**src/rtl/cal_pkg.sv**
```systemverilog
package cal_pkg;

  typedef struct packed {
    logic [7:0] hsec;
    logic [7:0] sec;
    logic [7:0] min;
    logic       mode12;
    logic       pm;
    logic [5:0] hour;
    logic [3:0] wday;
    logic [7:0] date;
    logic [7:0] month;
    logic [7:0] year;
  } cal_time_t;

  localparam cal_time_t CAL_RESET = '{hsec: 8'h00, sec: 8'h00, min: 8'h00,
                                      mode12: 1'b0, pm: 1'b0, hour: 6'h00,
                                      wday: 4'd1, date: 8'h01, month: 8'h01,
                                      year: 8'h00};

  // two-digit BCD increment without wrap handling
  function automatic logic [7:0] bcd_inc(input logic [7:0] v);
    if (v[3:0] == 4'd9) return {v[7:4] + 4'd1, 4'd0};
    return {v[7:4], v[3:0] + 4'd1};
  endfunction

  // last valid date (BCD) of a month, leap rule: binary year divisible by 4
  function automatic logic [7:0] month_len(input logic [7:0] mon, input logic [7:0] yr);
    logic [7:0] ybin;
    ybin = 8'(yr[7:4]) * 8'd10 + 8'(yr[3:0]);
    case (mon)
      8'h02:                      return ((ybin % 8'd4) == 8'd0) ? 8'h29 : 8'h28;
      8'h04, 8'h06, 8'h09, 8'h11: return 8'h30;
      default:                    return 8'h31;
    endcase
  endfunction

  // register view of one time field
  function automatic logic [7:0] field_view(input cal_time_t t, input logic [2:0] sel);
    case (sel)
      3'd0:    return t.hsec;
      3'd1:    return t.sec;
      3'd2:    return t.min;
      3'd3:    return t.mode12 ? {1'b0, 1'b1, t.pm, t.hour[4:0]} : {2'b00, t.hour};
      3'd4:    return {4'h0, t.wday};
      3'd5:    return t.date;
      3'd6:    return t.month;
      default: return t.year;
    endcase
  endfunction

endpackage

```
**src/rtl/cal_rst_sync.sv**
```systemverilog
module cal_rst_sync (
  input  logic clk,
  input  logic rst_n,
  output logic rst_sync_n
);
  logic [1:0] sync_q;

  always_ff @(posedge clk or negedge rst_n) begin
    if (!rst_n) sync_q <= 2'b00;
    else        sync_q <= {sync_q[0], 1'b1};
  end

  assign rst_sync_n = sync_q[1];
endmodule

```
**src/rtl/cal_subsec.sv**
```systemverilog
module cal_subsec #(
  parameter int TICK_HZ     = 32768,
  parameter int SUB_PER_SEC = 100,
  parameter int ACC_W       = 15
) (
  input  logic             clk,
  input  logic             rst_n,
  input  logic             tick_i,
  input  logic             clear_i,
  output logic             pulse_o,
  output logic [ACC_W-1:0] acc_o
);
  localparam logic [ACC_W:0] LIMIT = (ACC_W+1)'(TICK_HZ);
  localparam logic [ACC_W:0] STEP  = (ACC_W+1)'(SUB_PER_SEC);

  logic [ACC_W-1:0] acc_q, acc_d;
  logic [ACC_W:0]   sum;

  always_comb begin
    sum     = {1'b0, acc_q} + STEP;
    pulse_o = 1'b0;
    acc_d   = acc_q;
    if (clear_i) begin
      acc_d = '0;
    end else if (tick_i) begin
      if (sum >= LIMIT) begin
        pulse_o = 1'b1;
        acc_d   = ACC_W'(sum - LIMIT);
      end else begin
        acc_d   = ACC_W'(sum);
      end
    end
  end

  always_ff @(posedge clk or negedge rst_n) begin
    if (!rst_n) acc_q <= '0;
    else        acc_q <= acc_d;
  end

  assign acc_o = acc_q;
endmodule

```
**src/rtl/cal_counter.sv**
```systemverilog
module cal_counter
  import cal_pkg::*;
(
  input  logic       clk,
  input  logic       rst_n,
  input  logic       step_i,
  input  logic       wr_i,
  input  logic [2:0] sel_i,
  input  logic [7:0] wdata_i,
  output cal_time_t  time_o
);
  cal_time_t cur_q, nxt;
  logic c_sec, c_min, c_hr, c_day, c_mon, c_yr;

  always_comb begin
    c_sec = step_i && (cur_q.hsec == 8'h99);
    c_min = c_sec && (cur_q.sec == 8'h59);
    c_hr  = c_min && (cur_q.min == 8'h59);
    c_day = c_hr && (cur_q.mode12 ? (cur_q.pm && cur_q.hour == 6'h11)
                                  : (cur_q.hour == 6'h23));
    c_mon = c_day && (cur_q.date == month_len(cur_q.month, cur_q.year));
    c_yr  = c_mon && (cur_q.month == 8'h12);

    nxt = cur_q;
    if (wr_i) begin
      case (sel_i)
        3'd0: nxt.hsec = wdata_i;
        3'd1: nxt.sec  = wdata_i;
        3'd2: nxt.min  = wdata_i;
        3'd3: begin
          nxt.mode12 = wdata_i[6];
          nxt.pm     = wdata_i[6] & wdata_i[5];
          nxt.hour   = wdata_i[6] ? {1'b0, wdata_i[4:0]} : wdata_i[5:0];
        end
        3'd4: nxt.wday  = wdata_i[3:0];
        3'd5: nxt.date  = wdata_i;
        3'd6: nxt.month = wdata_i;
        default: nxt.year = wdata_i;
      endcase
    end else if (step_i) begin
      nxt.hsec = c_sec ? 8'h00 : bcd_inc(cur_q.hsec);
      if (c_sec) nxt.sec = c_min ? 8'h00 : bcd_inc(cur_q.sec);
      if (c_min) nxt.min = c_hr ? 8'h00 : bcd_inc(cur_q.min);
      if (c_hr) begin
        if (!cur_q.mode12) begin
          nxt.hour = (cur_q.hour == 6'h23) ? 6'h00 : 6'(bcd_inc({2'b00, cur_q.hour}));
        end else if (cur_q.hour == 6'h12) begin
          nxt.hour = 6'h01;
        end else begin
          nxt.hour = 6'(bcd_inc({2'b00, cur_q.hour}));
          if (cur_q.hour == 6'h11) nxt.pm = ~cur_q.pm;
        end
      end
      if (c_day) begin
        nxt.wday = (cur_q.wday == 4'd7) ? 4'd1 : cur_q.wday + 4'd1;
        nxt.date = c_mon ? 8'h01 : bcd_inc(cur_q.date);
      end
      if (c_mon) nxt.month = c_yr ? 8'h01 : bcd_inc(cur_q.month);
      if (c_yr)  nxt.year  = (cur_q.year == 8'h99) ? 8'h00 : bcd_inc(cur_q.year);
    end
  end

  always_ff @(posedge clk or negedge rst_n) begin
    if (!rst_n) cur_q <= CAL_RESET;
    else        cur_q <= nxt;
  end

  assign time_o = cur_q;
endmodule

```
**src/rtl/cal_alarm.sv**
```systemverilog
module cal_alarm
  import cal_pkg::*;
(
  input  logic       clk,
  input  logic       rst_n,
  input  cal_time_t  time_i,
  input  logic       wr_i,
  input  logic [2:0] sel_i,
  input  logic [7:0] wdata_i,
  input  logic       clr_i,
  input  logic       eval_i,
  output logic [7:0] rd_o,
  output logic       flag_o
);
  localparam int FIELDS = 7;

  logic [7:0]        cfg_q [8];
  logic [7:0]        cfg_d [8];
  logic [FIELDS-1:0] eq;
  logic              hit, flag_q, flag_d;

  for (genvar gi = 0; gi < FIELDS; gi++) begin : g_cmp
    assign eq[gi] = !cfg_q[7][gi] || (cfg_q[gi] == field_view(time_i, 3'(gi)));
  end

  always_comb begin
    hit = (&eq) && (|cfg_q[7][FIELDS-1:0]);
    for (int i = 0; i < 8; i++) cfg_d[i] = cfg_q[i];
    if (wr_i) cfg_d[sel_i] = wdata_i;
    flag_d = flag_q;
    if (clr_i)         flag_d = 1'b0;
    if (eval_i && hit) flag_d = 1'b1;
  end

  always_ff @(posedge clk or negedge rst_n) begin
    if (!rst_n) begin
      for (int i = 0; i < 8; i++) cfg_q[i] <= 8'h00;
      flag_q <= 1'b0;
    end else begin
      for (int i = 0; i < 8; i++) cfg_q[i] <= cfg_d[i];
      flag_q <= flag_d;
    end
  end

  assign rd_o   = cfg_q[sel_i];
  assign flag_o = flag_q;
endmodule

```
**src/rtl/cal_timekeeper.sv**
```systemverilog
module cal_timekeeper #(
  parameter int TICK_HZ     = 32768,
  parameter int SUB_PER_SEC = 100,
  parameter int NUM_ALARMS  = 2,
  parameter int ADDR_W      = 5
) (
  input  logic                  clk,
  input  logic                  rst_n,
  input  logic                  tick_i,
  input  logic                  wr_en_i,
  input  logic                  rd_en_i,
  input  logic [ADDR_W-1:0]     addr_i,
  input  logic [7:0]            wdata_i,
  output logic [7:0]            rdata_o,
  output logic [NUM_ALARMS-1:0] alarm_flag_o,
  output logic                  irq_o
);
  import cal_pkg::*;

  localparam int              ACC_W     = $clog2(TICK_HZ);
  localparam int              BANK_W    = ADDR_W - 3;
  localparam logic [ADDR_W-1:0] ADR_FLAGS = ADDR_W'(8 * (NUM_ALARMS + 1));

  logic              rst_sync_n;
  logic              time_wr, flags_wr, snap, hsec_step, step_q;
  logic [ACC_W-1:0]  acc_q;
  logic [BANK_W-1:0] bank;
  logic [7:0]        rd_d;
  logic [7:0]        alm_rd [NUM_ALARMS];
  cal_time_t         time_q, shadow_q;

  assign bank     = addr_i[ADDR_W-1:3];
  assign time_wr  = wr_en_i && (bank == '0);
  assign flags_wr = wr_en_i && (addr_i == ADR_FLAGS);
  assign snap     = rd_en_i && (addr_i == '0);

  cal_rst_sync u_rst (
    .clk        (clk),
    .rst_n      (rst_n),
    .rst_sync_n (rst_sync_n)
  );

  cal_subsec #(
    .TICK_HZ     (TICK_HZ),
    .SUB_PER_SEC (SUB_PER_SEC),
    .ACC_W       (ACC_W)
  ) u_sub (
    .clk     (clk),
    .rst_n   (rst_sync_n),
    .tick_i  (tick_i),
    .clear_i (time_wr),
    .pulse_o (hsec_step),
    .acc_o   (acc_q)
  );

  cal_counter u_cnt (
    .clk     (clk),
    .rst_n   (rst_sync_n),
    .step_i  (hsec_step),
    .wr_i    (time_wr),
    .sel_i   (addr_i[2:0]),
    .wdata_i (wdata_i),
    .time_o  (time_q)
  );

  for (genvar n = 0; n < NUM_ALARMS; n++) begin : g_alarm
    cal_alarm u_alm (
      .clk     (clk),
      .rst_n   (rst_sync_n),
      .time_i  (time_q),
      .wr_i    (wr_en_i && (bank == BANK_W'(n + 1))),
      .sel_i   (addr_i[2:0]),
      .wdata_i (wdata_i),
      .clr_i   (flags_wr && wdata_i[n]),
      .eval_i  (step_q),
      .rd_o    (alm_rd[n]),
      .flag_o  (alarm_flag_o[n])
    );
  end

  always_comb begin
    rd_d = 8'h00;
    if (bank == '0) begin
      rd_d = (addr_i[2:0] == 3'd0) ? time_q.hsec : field_view(shadow_q, addr_i[2:0]);
    end else if (addr_i == ADR_FLAGS) begin
      rd_d = 8'(alarm_flag_o);
    end else begin
      for (int n = 0; n < NUM_ALARMS; n++) begin
        if (bank == BANK_W'(n + 1)) rd_d = alm_rd[n];
      end
    end
  end

  always_ff @(posedge clk or negedge rst_sync_n) begin
    if (!rst_sync_n) begin
      rdata_o  <= 8'h00;
      step_q   <= 1'b0;
      shadow_q <= CAL_RESET;
    end else begin
      step_q <= hsec_step;
      if (rd_en_i) rdata_o  <= rd_d;
      if (snap)    shadow_q <= time_q;
    end
  end

  assign irq_o = |alarm_flag_o;
endmodule

```
**config.mk**
```make
export PLATFORM = sky130hd
export DESIGN_NAME = cal_timekeeper
export DESIGN_NICKNAME = d
export VERILOG_FILES = /design/src/rtl/cal_pkg.sv /design/src/rtl/cal_rst_sync.sv /design/src/rtl/cal_subsec.sv /design/src/rtl/cal_counter.sv /design/src/rtl/cal_alarm.sv /design/src/rtl/cal_timekeeper.sv
export SDC_FILE = /design/constraint.sdc
export NUM_CORES = 1
export LEC_CHECK = 0
export ABC_AREA = 1
export BUFFER_PORTS_ARGS = -buffer_cell sky130_fd_sc_hd__buf_2
export CELL_PAD_IN_SITES_DETAIL_PLACEMENT = 2
export CELL_PAD_IN_SITES_GLOBAL_PLACEMENT = 2
export CORE_MARGIN = 2
export CORE_UTILIZATION = 43
export CTS_BUF_LIST = sky130_fd_sc_hd__clkbuf_4 sky130_fd_sc_hd__clkbuf_8
export DETAILED_ROUTE_END_ITERATION = 6
export PLACE_DENSITY_LB_ADDON = 0.1
export SYNTH_ARGS = -nofsm -noshare
export SYNTH_HDL_FRONTEND = slang
export SYNTH_SLANG_ARGS = --single-unit
```
**constraint.sdc**
```tcl
create_clock -name clk -period 16.3 [get_ports clk]
set_clock_uncertainty 0.05 [all_clocks]
set_input_delay 2.445 -clock clk [delete_from_list [all_inputs] [get_ports clk]]
set_output_delay 2.445 -clock clk [all_outputs]
set_load 0.01 [all_outputs]
```
==> impl_metrics.prom, run 1 <==
# TYPE chip_impl_metric gauge
chip_impl_metric{name="global_route_usage_over_all_layers",unit="%"} 37.5
chip_impl_metric{name="finalCriticalPeriod",unit="ns"} 4.67
chip_impl_metric{name="post_route_cells_drive_above_1_share",unit="%"} 12.0
chip_impl_metric{name="yosys.cell_types.count",unit=""} 56
chip_impl_metric{name="clk_latency",unit="ns"} 0.65
chip_impl_metric{name="fin_util",unit="%"} 48.2
chip_impl_metric{name="post_synth_instance_area",unit="µm²"} 14700
chip_impl_metric{name="cts.repair_timing.setup_buffer_count",unit=""} 0
chip_impl_metric{name="net_switching_fraction_of_the_power",unit="%"} 38.1
chip_impl_metric{name="yosysWarningCount",unit=""} 0
chip_impl_metric{name="r2r_cells",unit=""} 3
chip_impl_metric{name="drcViolationCount",unit=""} 0
chip_impl_metric{name="die-width",unit="µm"} 189
chip_impl_metric{name="powerDensity",unit="nW/µm²"} 137
chip_impl_metric{name="placement_rows",unit=""} 67
chip_impl_metric{name="postSynth.asyncResetShare",unit="%"} 100
chip_impl_metric{name="post_synth_mux_area_share",unit="%"} 0.154
chip_impl_metric{name="core_region_area",unit="µm²"} 33500
chip_impl_metric{name="grt_start_max_net_pins",unit=""} 103
chip_impl_metric{name="numClockSinks",unit=""} 266
chip_impl_metric{name="yosys.area_share.simple",unit="%"} 25.6
chip_impl_metric{name="antennaDiodeCount",unit=""} 0
chip_impl_metric{name="num_vias",unit=""} 14300
chip_impl_metric{name="synthAdderAreaFrac",unit="%"} 2.22
chip_impl_metric{name="power_frac_seq",unit="%"} 44.7
chip_impl_metric{name="share_clk_of_total_power",unit="%"} 31.5
chip_impl_metric{name="power_frac_comb",unit="%"} 23.8
chip_impl_metric{name="htree_num_levels",unit=""} 2
chip_impl_metric{name="max_clock_freq",unit="GHz"} 0.214
chip_impl_metric{name="globalRoute.totalOverflow",unit=""} 0
chip_impl_metric{name="detailedPlacementHpwl",unit="µm"} 46700
chip_impl_info{name="top_usage_layer",value="met2"} 1
chip_impl_info{name="rsz0062_at_grt",value="no"} 1
chip_impl_metric{name="use_met3",unit="%"} 7.45
chip_impl_metric{name="timing.final.setup_violations",unit=""} 0
chip_impl_metric{name="detail_route.wl_per_cell",unit="µm"} 27.8
chip_impl_info{name="cts_root_buf",value="clkbuf_8"} 1
chip_impl_metric{name="max-cap-violations",unit=""} 0
chip_impl_metric{name="power.internal",unit="mW"} 1.37
chip_impl_metric{name="cts.hold.buffers_added",unit=""} 0
chip_impl_metric{name="critical_path_arrival",unit="ns"} 5.12
chip_impl_info{name="run_status",value="complete, no violations"} 1
chip_impl_metric{name="drt-pass1-iter-count",unit=""} 5
chip_impl_metric{name="cts_resized",unit=""} 0
chip_impl_metric{name="synthesis.nets",unit=""} 1905
chip_impl_info{name="cell_accounting_for_the_most_synthesized_area",value="dfrtp_1"} 1
chip_impl_metric{name="grt_first_pass_wirelength",unit="µm"} 99100
chip_impl_metric{name="critPathRequiredTime",unit="ns"} 16.75
chip_impl_info{name="worst_setup_path_start_kind",value="input port"} 1
chip_impl_metric{name="worst_setup_hold_path_clk_slew",unit="ns"} 0.07
chip_impl_info{name="min-delay-path-class",value="reg -> async"} 1
chip_impl_info{name="worst-setup-path-type",value="in -> reg"} 1
chip_impl_metric{name="peakVddDrop",unit="mV"} 0.0768
chip_impl_metric{name="hold_violations",unit=""} 0
chip_impl_metric{name="timing.reg2reg.setup_slack",unit="ns"} 13.22
chip_impl_info{name="main_combinational_cell_family_by_area_after_synthesis",value="simple AND/OR/NAND/NOR gates"} 1
chip_impl_metric{name="postSynthAreaPerCell",unit="µm²"} 7.88
chip_impl_metric{name="globalRouteMet1Util",unit="%"} 48.0
chip_impl_metric{name="critical_path_fanouts_max",unit=""} 35
chip_impl_metric{name="setup_tns",unit="ns"} 0
chip_impl_metric{name="grt_antenna_before_repair",unit=""} 2
chip_impl_metric{name="totalWireLength",unit="µm"} 65700
chip_impl_metric{name="cellLeakagePower",unit="nW"} 7.53
chip_impl_metric{name="final_max_slew_viol_count",unit=""} 0
chip_impl_info{name="synth.top_cells.by_count",value="nand2_1, dfrtp_1, o21ai_0, inv_1, nor2_1"} 1
chip_impl_metric{name="synth-xor-area-share",unit="%"} 4.78
chip_impl_info{name="synth_top_flop_cell",value="dfrtp_1"} 1
chip_impl_metric{name="final_antenna_net_count",unit=""} 0
chip_impl_metric{name="floorplan.initialDensity",unit="%"} 43.7
chip_impl_metric{name="area_growth_from_synthesis_to_layout",unit="%"} 10.2
chip_impl_metric{name="ys_seq_area_share",unit="%"} 45.5
chip_impl_metric{name="post-synth-top-area-fraction",unit="%"} 44.4
chip_impl_metric{name="top_level_port_count",unit=""} 29
chip_impl_metric{name="io_port_bufs",unit=""} 28
chip_impl_metric{name="switchingPower",unit="mW"} 0.843
chip_impl_metric{name="rel_slew_slack",unit="%"} 26.1
chip_impl_metric{name="postSynthRegisterBits",unit=""} 266
chip_impl_metric{name="first_drt_iteration_drcs",unit=""} 1095
chip_impl_metric{name="synth-edff-count",unit=""} 0
chip_impl_info{name="post_synth_main_area_contributors",value="dfrtp_1, nand2_1, o21ai_0"} 1
chip_impl_info{name="tritoncts",value="done"} 1
chip_impl_info{name="worstSetupEndpointType",value="register"} 1
chip_impl_metric{name="chip_height",unit="µm"} 189
chip_impl_metric{name="layout_worst_path_cycle_share",unit="%"} 28.7
chip_impl_metric{name="post_synth_inst_count",unit=""} 1861
chip_impl_metric{name="synth_compound_gate_area_share",unit="%"} 14.9
chip_impl_metric{name="design.die.area",unit="µm²"} 35600
chip_impl_metric{name="cts.path.max_buffers",unit=""} 3
chip_impl_metric{name="worst_pin_slew",unit="ns"} 1.11
chip_impl_metric{name="gp_congestion",unit=""} 0.977
chip_impl_metric{name="cts_buffers",unit=""} 48
chip_impl_metric{name="post_drt_via_cell_ratio",unit=""} 6.07
chip_impl_metric{name="grt_util_met2",unit="%"} 61.2
chip_impl_metric{name="final_nets",unit=""} 1921
chip_impl_metric{name="number_of_global_route_vias_before_repair",unit=""} 15500
chip_impl_metric{name="hold-worst-slack",unit="ns"} 0.199
chip_impl_info{name="yosys.cell_count.top_type",value="nand2_1"} 1
[cells by family after synthesis]
kind of cell,Yosys count
other cells,1
fa+ha+maj,26
xor+xnor,80
buf+inv,243
compound gates,396
flops,266
mux,2
simple gates,847
[power groups by stage]
| stage | clock network [mW] | logic, mW | registers, mW |
|---|---|---|---|
| floorplan | 0 | 0.369 | 0.905 |
| global placement | 0 | 0.467 | 0.982 |
| detailed placement | 0 | 0.508 | 0.990 |
| CTS | 0.703 | 0.524 | 0.984 |
| global route | 0.729 | 0.587 | 1.00 |
| finish | 0.696 | 0.527 | 0.990 |
[cell usage in the layout, fill, tap and decap left out, types with 38 or more instances in the layout]
| cell type | count |
|---|---|
| nand3_1 | 83 |
| inv_1 | 146 |
| nor2_1 | 110 |
| xor2_1 | 38 |
| xnor2_1 | 42 |
| o21ai_0 | 248 |
| nand4_1 | 39 |
| dfrtp_1 | 259 |
| nand2_1 | 506 |
| clkbuf_8 | 65 |
[registers in the layout, summed over array words and instances, names as in the netlist]
| name | flops |
|---|---|
| g_alarm.u_alm.cfg_q | 128 |
| u_cnt.time_o | 60 |
| shadow_q | 52 |
| u_sub.acc_o | 13 |
| rdata_o | 8 |
| g_alarm.u_alm.flag_o | 2 |
| u_rst.sync_q | 2 |
| step_q | 1 |
[cell type report]
class	count	area [µm²]
Clock buffer	80	1010
Timing Repair Buffer	42	245
Tap cell	448	561
Fill cell	3820	17400
Sequential cell	266	6670
Clock inverter	6	35.0
Inverter	167	629
Multi-Input combinational cell	1352	7010
[metrics by stage]
| step | worst slack [ns] | instance area [µm²] | power [mW] | cells |
|---|---|---|---|---|
| 3_5_place_dp | 11.20 | 15100 | 1.50 | 2275 |
| 6_report | 11.63 | 16200 | 2.21 | 2361 |
| 4_1_cts | 11.72 | 16200 | 2.21 | 2361 |
| 3_3_place_gp | 11.30 | 15100 | 1.45 | 2275 |
| 5_1_grt | 11.47 | 16200 | 2.32 | 2361 |
| 2_1_floorplan | 8.30 | 14700 | 1.27 | 1861 |
[worst max-delay path, stage by stage]
cell and delay, ns:
buf_2 0.12, nor2_1 0.15, buf_4 0.23, nand2_2 0.06
buf_4 0.30, inv_2 0.65, nand2_1 0.33, o21ai_2 0.32
nand2_1 0.23, nand2_1 0.12, o21ai_0 0.10
[routing by layer]
layer / share of wire, % / routed length [µm] / vias to the layer above
met5: 0.018 / 12 / -
met3: 7.0 / 4580 / 197
met4: 4.7 / 3090 / 2
li1: - / - / 6186
met1: 41 / 27200 / 7404
met2: 47 / 30800 / 547
[path summary, 6_finish.rpt]
check	startpoint	endpoint
hold reg to reg	u_rst.sync_q[1]	g_alarm[0].u_alm.cfg_q[28]
setup / recovery	addr_i[4]	u_cnt.time_o[32]
setup reg to reg	u_rst.sync_q[1]	rdata_o[3]
max in group asynchronous	u_rst.sync_q[1]	rdata_o[3]
min in group clk	u_rst.sync_q[0]	u_rst.sync_q[1]
hold / removal	u_rst.sync_q[1]	g_alarm[0].u_alm.cfg_q[28]
Power figures use the tool's default switching activity.
==> run 2: changes to the inputs <==
--- a/config.mk
+++ b/config.mk
@@ -10,7 +10,7 @@
 export CELL_PAD_IN_SITES_DETAIL_PLACEMENT = 2
 export CELL_PAD_IN_SITES_GLOBAL_PLACEMENT = 2
 export CORE_MARGIN = 2
-export CORE_UTILIZATION = 43
+export CORE_UTILIZATION = 40
 export CTS_BUF_LIST = sky130_fd_sc_hd__clkbuf_4 sky130_fd_sc_hd__clkbuf_8
 export DETAILED_ROUTE_END_ITERATION = 6
 export PLACE_DENSITY_LB_ADDON = 0.1
==> constraint.sdc (replaced) <==
create_clock -name clk -period 4.8 [get_ports clk]
set_clock_uncertainty 0.05 [all_clocks]
set_input_delay 0.72 -clock clk [delete_from_list [all_inputs] [get_ports clk]]
set_output_delay 0.72 -clock clk [all_outputs]
set_load 0.01 [all_outputs]
==> impl_metrics.prom, run 2 (synthesized netlist as in run 1, its figures left out) <==
# TYPE chip_impl_metric gauge
chip_impl_metric{name="number_of_global_route_vias_before_repair",unit=""} 15200
chip_impl_metric{name="first_drt_iteration_drcs",unit=""} 1102
chip_impl_metric{name="power_frac_comb",unit="%"} 23.5
chip_impl_metric{name="area_growth_from_synthesis_to_layout",unit="%"} 10.9
chip_impl_metric{name="switchingPower",unit="mW"} 2.88
chip_impl_metric{name="design.die.area",unit="µm²"} 38200
chip_impl_metric{name="placement_rows",unit=""} 70
chip_impl_metric{name="met2RoutedLength",unit="µm"} 31000
chip_impl_metric{name="cellLeakagePower",unit="nW"} 7.57
chip_impl_metric{name="drt-pass1-iter-count",unit=""} 5
chip_impl_metric{name="die-width",unit="µm"} 195
chip_impl_metric{name="final_nets",unit=""} 1927
chip_impl_info{name="mostFrequentLayoutCell",value="nand2_1"} 1
chip_impl_metric{name="top_level_port_count",unit=""} 29
chip_impl_metric{name="final_antenna_net_count",unit=""} 0
chip_impl_metric{name="finalCriticalPeriod",unit="ns"} 2.91
chip_impl_metric{name="numClockSinks",unit=""} 266
chip_impl_metric{name="htree_num_levels",unit=""} 2
chip_impl_metric{name="globalRoute.totalOverflow",unit=""} 0
chip_impl_metric{name="clk_latency",unit="ns"} 0.65
chip_impl_metric{name="setup_tns",unit="ns"} 0
chip_impl_metric{name="post_drt_via_cell_ratio",unit=""} 5.90
chip_impl_metric{name="cts_buffers",unit=""} 49
chip_impl_metric{name="drcViolationCount",unit=""} 0
chip_impl_metric{name="io_port_bufs",unit=""} 28
chip_impl_metric{name="hold_violations",unit=""} 0
chip_impl_metric{name="grt_start_max_net_pins",unit=""} 121
chip_impl_metric{name="floorplan.initialDensity",unit="%"} 40.3
chip_impl_metric{name="global_route_usage_over_all_layers",unit="%"} 35.5
chip_impl_metric{name="num_vias",unit=""} 14100
chip_impl_metric{name="r2r_cells",unit=""} 12
chip_impl_metric{name="crit_cells",unit=""} 12
chip_impl_info{name="largest_register",value="g_alarm.u_alm.cfg_q"} 1
chip_impl_info{name="crit_slowest_cell",value="dfrtp_1"} 1
chip_impl_metric{name="cts.path.max_buffers",unit=""} 3
chip_impl_metric{name="detailroute.wirelength.met3",unit="µm"} 4020
chip_impl_metric{name="holdPathStages",unit=""} 3
chip_impl_metric{name="share_clk_of_total_power",unit="%"} 31.7
chip_impl_metric{name="core_region_area",unit="µm²"} 36300
chip_impl_metric{name="detailedPlacementHpwl",unit="µm"} 48200
chip_impl_metric{name="layout_worst_path_cycle_share",unit="%"} 60.5
chip_impl_metric{name="wirelength_met1",unit="µm"} 28300
chip_impl_metric{name="rel_slew_slack",unit="%"} 34.9
chip_impl_metric{name="largest_register_ffs",unit=""} 128
chip_impl_metric{name="max-cap-violations",unit=""} 0
chip_impl_metric{name="fin_total_pwr",unit="mW"} 7.52
chip_impl_metric{name="post_route_cells_drive_above_1_share",unit="%"} 12.2
chip_impl_info{name="min-delay-path-class",value="in -> reg"} 1
chip_impl_metric{name="final_max_slew_viol_count",unit=""} 0
chip_impl_info{name="worst-setup-path-type",value="reg -> reg"} 1
chip_impl_info{name="top_layer",value="met4"} 1
chip_impl_metric{name="worst_pin_slew",unit="ns"} 0.975
chip_impl_info{name="cts_root_buf",value="clkbuf_8"} 1
chip_impl_info{name="worst_setup_path_start_kind",value="register"} 1
chip_impl_metric{name="timing.final.setup_violations",unit=""} 0
chip_impl_metric{name="power_frac_seq",unit="%"} 44.7
chip_impl_info{name="worstSetupEndpointType",value="register"} 1
chip_impl_metric{name="peakVddDrop",unit="mV"} 0.241
chip_impl_metric{name="critPathRequiredTime",unit="ns"} 5.31
chip_impl_metric{name="pre_cts_ws",unit="ns"} 1.70
chip_impl_info{name="worst_path_most_repeated_cell",value="nor2_1"} 1
chip_impl_info{name="layout_common_cells",value="nand2_1, dfrtp_1, o21ai_0, inv_1, nor2_1"} 1
chip_impl_metric{name="worst_setup_hold_path_clk_slew",unit="ns"} 0.06
chip_impl_metric{name="cts_resized",unit=""} 0
chip_impl_metric{name="totalWireLength",unit="µm"} 66000
chip_impl_metric{name="path_buf_inv",unit=""} 1
chip_impl_metric{name="net_switching_fraction_of_the_power",unit="%"} 38.3
chip_impl_metric{name="critical_path_fanouts_max",unit=""} 8
chip_impl_metric{name="grt_antenna_before_repair",unit=""} 0
chip_impl_info{name="run_status",value="complete, no violations"} 1
chip_impl_metric{name="powerDensity",unit="nW/µm²"} 463
chip_impl_metric{name="fin_ws",unit="ns"} 1.89
chip_impl_metric{name="critical_path_arrival",unit="ns"} 3.42
chip_impl_metric{name="power.internal",unit="mW"} 4.64
chip_impl_metric{name="worst_path_largest_cell_delay",unit="ns"} 0.56
chip_impl_metric{name="max_clock_freq",unit="GHz"} 0.344
chip_impl_info{name="cp_cell_sequence",value="ha_1, nand2_2, nor2_2, nand2_2, nor2_4, nand2_1, inv_1, nor2_1, o21ai_0, a22oi_1, nor2_1, nor2_1"} 1
chip_impl_info{name="rsz0062_at_grt",value="no"} 1
chip_impl_metric{name="chip_height",unit="µm"} 195
chip_impl_metric{name="gp_congestion",unit=""} 0.964
chip_impl_info{name="cp_top_family",value="simple AND/OR/NAND/NOR gates"} 1
chip_impl_metric{name="grt_first_pass_wirelength",unit="µm"} 100000
chip_impl_info{name="tritoncts",value="done"} 1
chip_impl_metric{name="detail_route.wl_per_cell",unit="µm"} 27.6
[run 2: power groups by stage]
stage / combinational (mW) / sequential, mW / clock [mW]
floorplan: 1.25 / 3.07 / 0
global placement: 1.62 / 3.35 / 0
detailed placement: 1.73 / 3.37 / 0
CTS: 1.77 / 3.35 / 2.42
global route: 1.99 / 3.41 / 2.50
finish: 1.77 / 3.36 / 2.38
[run 2: worst paths after layout]
| check | start | end | slack [ns] |
|---|---|---|---|
| min in group asynchronous | u_rst.sync_q[1] | g_alarm[1].u_alm.cfg_q[30] | 0.28 |
| worst min-delay path | wdata_i[7] | g_alarm[0].u_alm.cfg_q[7] | 0.27 |
| worst max register to register | u_cnt.time_o[52] | u_cnt.time_o[59] | 1.89 |
| worst max-delay path | u_cnt.time_o[52] | u_cnt.time_o[59] | 1.89 |
| worst min register to register | u_rst.sync_q[1] | g_alarm[1].u_alm.cfg_q[30] | 0.28 |
| max in group asynchronous | u_rst.sync_q[1] | u_cnt.time_o[33] | 3.28 |
[run 2: worst reg2reg max path: cells and delay by family, from the launching register on]
family                   cells  cell delay, ns
buffers and inverters        1            0.09
adder cells (fa/ha/maj)      1            0.32
AO/OA/AOI/OAI                2            0.61
AND/OR/NAND/NOR              8            1.20
flip-flops                   1            0.56
[run 2: metal layers]
metal	track usage, %	vias up
met5	0	-
met3	5.51	143
met4	14.5	0
li1	-	6202
met2	58.3	440
met1	46.9	7307
[run 2: area by class of cell]
| class | instances | area [µm²] |
|---|---|---|
| repair buffers | 47 | 310 |
| clock inverters | 9 | 50.0 |
| flip-flops and latches | 266 | 6670 |
| diodes | 1 | 2.50 |
| clock buffers | 79 | 993 |
| well taps | 468 | 586 |
| multi-input cells | 1352 | 7010 |
| inverters | 167 | 629 |
| fillers | 4104 | 20100 |
[run 2: stage by stage]
stage,cell area (µm²),hold slack (ns),utilization (%),std cells
2_1_floorplan,14700,0.281,-,1861
3_3_place_gp,15200,0.288,41.8,2299
3_5_place_dp,15200,0.291,41.8,2299
4_1_cts,16200,0.242,44.7,2388
5_1_grt,16200,0.264,44.7,2388
6_report,16200,0.271,44.7,2389
[run 2: timing repair]
action                    4_1_cts  5_1_grt
setup buffers                   0        0
hold buffers                    1        0
hold endpoints to repair        2        0
